### src/rtl/refr_pkg.sv
package refr_pkg;

  typedef enum logic [1:0] {
    RM_SWEEP  = 2'b00,
    RM_SELECT = 2'b01,
    RM_VARPER = 2'b10,
    RM_VARSEL = 2'b11
  } refr_mode_e;

  function automatic logic mode_is_sel(refr_mode_e m);
    return m[0];
  endfunction

  function automatic logic mode_is_var(refr_mode_e m);
    return m[1];
  endfunction

endpackage

### src/rtl/refr_row.sv
module refr_row #(
  parameter int unsigned PER_W   = 12,
  parameter int unsigned RST_CNT = 100
) (
  input  logic             clk_i,
  input  logic             rst_ni,
  input  logic             elig_i,
  input  logic [PER_W-1:0] reload_i,
  input  logic             serve_i,
  output logic             pend_o,
  output logic             miss_o
);

  logic [PER_W-1:0] cnt_q;
  logic             pend_q;
  logic             expire;

  assign expire = elig_i && !serve_i && (cnt_q == '0);
  assign miss_o = expire && pend_q;
  assign pend_o = pend_q;

  always_ff @(posedge clk_i or negedge rst_ni) begin
    if (!rst_ni) begin
      cnt_q  <= PER_W'(RST_CNT);
      pend_q <= 1'b0;
    end else if (!elig_i || serve_i) begin
      cnt_q  <= reload_i;
      pend_q <= 1'b0;
    end else if (expire) begin
      cnt_q  <= reload_i;
      pend_q <= 1'b1;
    end else begin
      cnt_q  <= cnt_q - 1'b1;
    end
  end

endmodule

### src/rtl/refr_arb.sv
module refr_arb #(
  parameter int unsigned N_ROWS = 16,
  localparam int unsigned IDX_W = $clog2(N_ROWS)
) (
  input  logic [N_ROWS-1:0] pend_i,
  output logic              any_o,
  output logic [IDX_W-1:0]  idx_o
);

  // lowest index wins: scan downward so the last hit is the smallest
  always_comb begin
    idx_o = '0;
    for (int i = N_ROWS - 1; i >= 0; i--) begin
      if (pend_i[i]) idx_o = IDX_W'(i);
    end
  end

  assign any_o = |pend_i;

endmodule

### src/rtl/refr_hs.sv
module refr_hs #(
  parameter int unsigned IDX_W = 4
) (
  input  logic             clk_i,
  input  logic             rst_ni,
  input  logic             en_i,
  input  logic             any_i,
  input  logic [IDX_W-1:0] idx_i,
  input  logic             ack_i,
  output logic             req_o,
  output logic [IDX_W-1:0] row_o,
  output logic             serve_o
);

  always_ff @(posedge clk_i or negedge rst_ni) begin
    if (!rst_ni) begin
      req_o <= 1'b0;
      row_o <= '0;
    end else if (req_o) begin
      if (ack_i) req_o <= 1'b0;
    end else if (en_i && any_i) begin
      req_o <= 1'b1;
      row_o <= idx_i;
    end
  end

  assign serve_o = req_o && ack_i;

endmodule

### src/rtl/refresh_sched.sv
module refresh_sched
  import refr_pkg::*;
#(
  parameter int unsigned N_ROWS  = 16,
  parameter int unsigned PER_W   = 12,
  parameter int unsigned DEF_PER = 100,
  parameter int unsigned FIX_PER = 200,
  localparam int unsigned IDX_W  = $clog2(N_ROWS)
) (
  input  logic             clk_i,
  input  logic             rst_ni,
  input  logic             en_i,
  input  logic [1:0]       mode_i,
  input  logic             wr_stb_i,
  input  logic [IDX_W-1:0] wr_row_i,
  input  logic             clr_stb_i,
  input  logic [IDX_W-1:0] clr_row_i,
  input  logic             tbl_we_i,
  input  logic [IDX_W-1:0] tbl_row_i,
  input  logic [PER_W-1:0] tbl_per_i,
  output logic             req_o,
  output logic [IDX_W-1:0] req_row_o,
  input  logic             ack_i,
  output logic             ovf_o
);

  refr_mode_e        mode;
  logic              sel_mode, var_mode;
  logic [N_ROWS-1:0] valid_q;
  logic [PER_W-1:0]  tbl_q [N_ROWS];
  logic [N_ROWS-1:0] elig, pend, miss, serve_vec;
  logic              any_pend, serve;
  logic [IDX_W-1:0]  pick_idx;
  logic              ovf_q;

  assign mode     = refr_mode_e'(mode_i);
  assign sel_mode = mode_is_sel(mode);
  assign var_mode = mode_is_var(mode);

  for (genvar i = 0; i < N_ROWS; i++) begin : g_row
    logic             hit_wr, hit_clr;
    logic [PER_W-1:0] reload;

    assign hit_wr  = wr_stb_i  && (wr_row_i  == IDX_W'(i));
    assign hit_clr = clr_stb_i && (clr_row_i == IDX_W'(i));

    // write has priority over clear on the same row
    always_ff @(posedge clk_i or negedge rst_ni) begin
      if (!rst_ni)      valid_q[i] <= 1'b0;
      else if (hit_wr)  valid_q[i] <= 1'b1;
      else if (hit_clr) valid_q[i] <= 1'b0;
    end

    always_ff @(posedge clk_i or negedge rst_ni) begin
      if (!rst_ni)
        tbl_q[i] <= PER_W'(DEF_PER);
      else if (tbl_we_i && (tbl_row_i == IDX_W'(i)))
        tbl_q[i] <= tbl_per_i;
    end

    assign elig[i]      = en_i && (!sel_mode || valid_q[i]);
    assign reload       = var_mode ? tbl_q[i] : PER_W'(FIX_PER);
    assign serve_vec[i] = serve && (req_row_o == IDX_W'(i));

    refr_row #(
      .PER_W  (PER_W),
      .RST_CNT(DEF_PER)
    ) i_row (
      .clk_i   (clk_i),
      .rst_ni  (rst_ni),
      .elig_i  (elig[i]),
      .reload_i(reload),
      .serve_i (serve_vec[i]),
      .pend_o  (pend[i]),
      .miss_o  (miss[i])
    );
  end

  refr_arb #(
    .N_ROWS(N_ROWS)
  ) i_arb (
    .pend_i(pend),
    .any_o (any_pend),
    .idx_o (pick_idx)
  );

  refr_hs #(
    .IDX_W(IDX_W)
  ) i_hs (
    .clk_i  (clk_i),
    .rst_ni (rst_ni),
    .en_i   (en_i),
    .any_i  (any_pend),
    .idx_i  (pick_idx),
    .ack_i  (ack_i),
    .req_o  (req_o),
    .row_o  (req_row_o),
    .serve_o(serve)
  );

  always_ff @(posedge clk_i or negedge rst_ni) begin
    if (!rst_ni)    ovf_q <= 1'b0;
    else if (|miss) ovf_q <= 1'b1;
  end

  assign ovf_o = ovf_q;

endmodule

### config.mk
export PLATFORM = sky130hd
export DESIGN_NAME = refresh_sched
export DESIGN_NICKNAME = d
export VERILOG_FILES = /design/src/rtl/refr_pkg.sv /design/src/rtl/refr_row.sv /design/src/rtl/refr_arb.sv /design/src/rtl/refr_hs.sv /design/src/rtl/refresh_sched.sv
export SDC_FILE = /design/constraint.sdc
export NUM_CORES = 1
export LEC_CHECK = 0
export BUFFER_PORTS_ARGS = -buffer_cell sky130_fd_sc_hd__buf_2
export CORE_UTILIZATION = 45
export CTS_CLUSTER_DIAMETER = 200
export DETAILED_ROUTE_END_ITERATION = 16
export GPL_TIMING_DRIVEN = 0
export RECOVER_POWER = 100
export SETUP_SLACK_MARGIN = 0.2
export SYNTH_ARGS = -nofsm -noshare
export SYNTH_HDL_FRONTEND = slang
export SYNTH_SLANG_ARGS = --single-unit
### constraint.sdc
create_clock -name clk_i -period 6.87 [get_ports clk_i]
set_input_delay 0.3435 -clock clk_i [delete_from_list [all_inputs] [get_ports clk_i]]
set_output_delay 0.3435 -clock clk_i [all_outputs]
set_load 0.1 [all_outputs]
==> impl_results.md <==
* DRC viols at 0
* Initial antenna violation count at 3
* Slowest-stage cell, CP: clkbuf_2
* Final hold vios at 0
* Yosys reg bits at 422
* Post-CTS Setup Bufs at 0
* Root buffer cell: clkbuf_16
* Post-synth EDFFs at 0
* Max clock buf depth at 3
* Die Span Y at 211 um
* TritonCTS clock tree: yes
* Slew headroom at -0.937
* Worst-path maximum fanout at 115
* CTS sink cnt at 422
* Input/output buffers at 34
* CP cell instances: dlygate4sd3_1, buf_8, clkbuf_2
* YS warnings at 0
* Final Util at 0.512
* Leak at 8.84 nW
* GRT Overall Usage at 0.235
* Largest net degree at the start of global routing at 116
* Global-route wire length before repair at 79.6 mm
* FMAX at 271 MHz
* GRT met2 Usage at 0.366
* Number of max-cap violations at 1
* Reg2reg start: g_row[4].i_row.cnt_q[4]
* PnR worst setup slack at 3.18 ns
* R2R cell count at 7
* Final ANT Viol Nets at 0
* Routed Wire Length at 49.9 mm
* FP Rows at 76
* HP Class: input pin to flop
* Critical path type: input pin to asynchronous set/reset pin
* Setup TNS at 0 ns
* Final net count at 1925
* Met3 usage at 0.0410
* Final setup viols at 0
* Worst Hold Launch: wr_row_i[2]
* Initial core utilization at 0.457
* Critical Path Max Stage Delay at 2.08 ns
* GRT Max-Usage Layer: met2
* Vias in the first global route at 13962
* RSZ-0062 raised after global routing: no
* CP Capture Type: asynchronous set/reset pin
* Mapped Cells at 1789
* Met1 GRT Util at 0.329
* Top_reg_cell synth: dfrtp_1
* Cts bufs inserted at 46
* Required time of the worst setup path at 6.91 ns
* Synth async-reset ratio at 1.00
* Post-CTS Resized at 0
* Core footprint at 43100 um2
* # fillers at 3909
* Worst reg-to-reg setup slack at 3.56 ns
* Top Ports at 39
* Synth cell types at 62
* Status: finished with violations
* Hold Buf Count CTS at 2
* Total congestion overflow at 0
* Layout area overhead at 12.1%
* Min Tclk post-route at 3.69 ns
* Worst hold path depth at 2
* Drt first pass iters at 5
* Routability congestion estimate at 0.875
* Worst slack, placed at 3.99 ns
* Hold Slack at 0.0493 ns
* Placed cells at 2411
* Cell area after synthesis at 19700 um2
* Register area at 10700 um2
* H-tree level count at 2
* Sequential area share after synthesis at 0.543
* Worst Tran Pin Value at 2.91 ns
* Power, Total at 7.76 mW
* Worst path arrival time at 3.74 ns
* Syn Area/Cell at 11.0 um2
* Final non-filler cell total at 2499
* DPL Wire Length at 33.5 mm
* DR vias/cell at 5.51
* Routed len/inst at 20.0 um
* Cell area power density at 352 nW/um2
* Die ar. at 44500 um2
* Syn nets at 1838
* Critical R2R Capture: g_row[4].i_row.cnt_q[9]
* Clk_lat worst skew at 0.57 ns
* Clock skew at 0.0138 ns
* Chip width at 211 um
* Fin. max-slew vios at 115
* Failing checks: capacitance limit, slew limit
* Clock transition at path regs at 0.06 ns
* Via count at 13778
* Tcrit/Tclk final at 0.538
* Fin area at 22000 um2
* Hold EP: valid_q[3]
* Worst IR Drop VDD at 0.236 mV
* Crit path launch type: input pin
* Starting DRT DRC Count at 978
* Share of cells above drive strength 1 at 0.211
* Multi-input combinational cell area at 8100 um2
* Area after DPL at 20700 um2
[registers in the layout, summed over array words and instances (netlist names)]
name                cells
valid_q                16
g_row.i_row.pend_o     16
i_hs.req_o              1
i_hs.row_o              4
tbl_q                 192
ovf_o                   1
g_row.i_row.cnt_q     192
[cells in the mapped netlist (14+ instances only)]
cell,instances,area (um2)
nor4_1,30,188
nand2b_1,31,194
nor2_1,114,428
buf_2,18,90.1
clkbuf_1,50,188
or4_1,14,105
o21ai_0,183,916
xnor2_1,108,946
ha_1,16,200
dfrtp_1,326,8160
mux2_2,171,1930
a21oi_1,20,100
xor2_1,37,324
or3_1,19,119
o21a_1,14,105
nand3_1,147,736
nor3_1,47,235
inv_1,79,297
a31oi_1,44,275
dfstp_2,96,2520
nand2_1,70,263
[critical path: cells and delay by family]
family,cells,cell delay [ns]
buffers and inverters,3,3.20
[layout make-up]
type,count,area share
flip-flops and latches,422,0.484
multi-input cells,1201,0.367
clock buffers,64,0.0603
well taps,585,0.0332
plain buffers,87,0.0156
clock inverters,21,0.0144
inverters,79,0.0135
repair buffers,39,0.0112
diodes,1,0.000114
[how the worst max path moves through the flow]
stage	startpoint	end	slack, ns	cells past startpoint
final	rst_ni	tbl_q[25]	3.18	3
after global routing	rst_ni	g_row[11].i_row.cnt_q[4]	2.49	3
after CTS	g_row[9].i_row.cnt_q[0]	g_row[9].i_row.cnt_q[2]	3.97	9
after detailed placement	g_row[9].i_row.cnt_q[0]	g_row[9].i_row.cnt_q[0]	3.99	9
after global placement	rst_ni	g_row[9].i_row.cnt_q[3]	-3.02	1
after floorplan	i_hs.row_o[3]	ovf_o	4.26	6
[kinds of logic after synthesis]
group | count (synthesis) | share of synthesized area
flip-flops | 422 | 0.543
XOR/XNOR | 145 | 0.0646
AND/OR/NAND/NOR | 552 | 0.150
adder cells (fa/ha/maj) | 16 | 0.0102
multiplexers | 173 | 0.0989
AO/OA/AOI/OAI | 315 | 0.0947
buffers and inverters | 166 | 0.0380
[per-layer routing]
layer  vias up  part of all wire  wire length (um)
met1      6923              0.46             23100
met3        88             0.043              2150
met5         -           0.00014                 7
li1       6505                 -                 -
met2       260              0.46             22900
met4         2             0.035              1740
[power breakdown]
| part | switching (mW) | leakage, nW | internal (mW) |
|---|---|---|---|
| Combinational | 0.833 | 2.97 | 0.679 |
| Clock | 1.03 | 0.811 | 1.65 |
| Sequential | 0.414 | 5.06 | 3.15 |
[cells in the final DEF, fill, tap and decap left out, types with 30 or more instances in the layout]
cell type	Yosys	routed
mux2_2	171	170
clkbuf_16	0	47
xnor2_1	108	108
xor2_1	37	37
nand2b_1	31	34
nor3_1	47	55
nor2_1	114	115
nand2_1	70	70
o21ai_0	183	191
buf_2	18	30
clkbuf_1	50	97
dfstp_2	96	95
dfrtp_1	326	326
a31oi_1	44	44
nor4_1	30	31
nand3_1	147	147
inv_1	79	79
(Power assumes the default switching activity.)
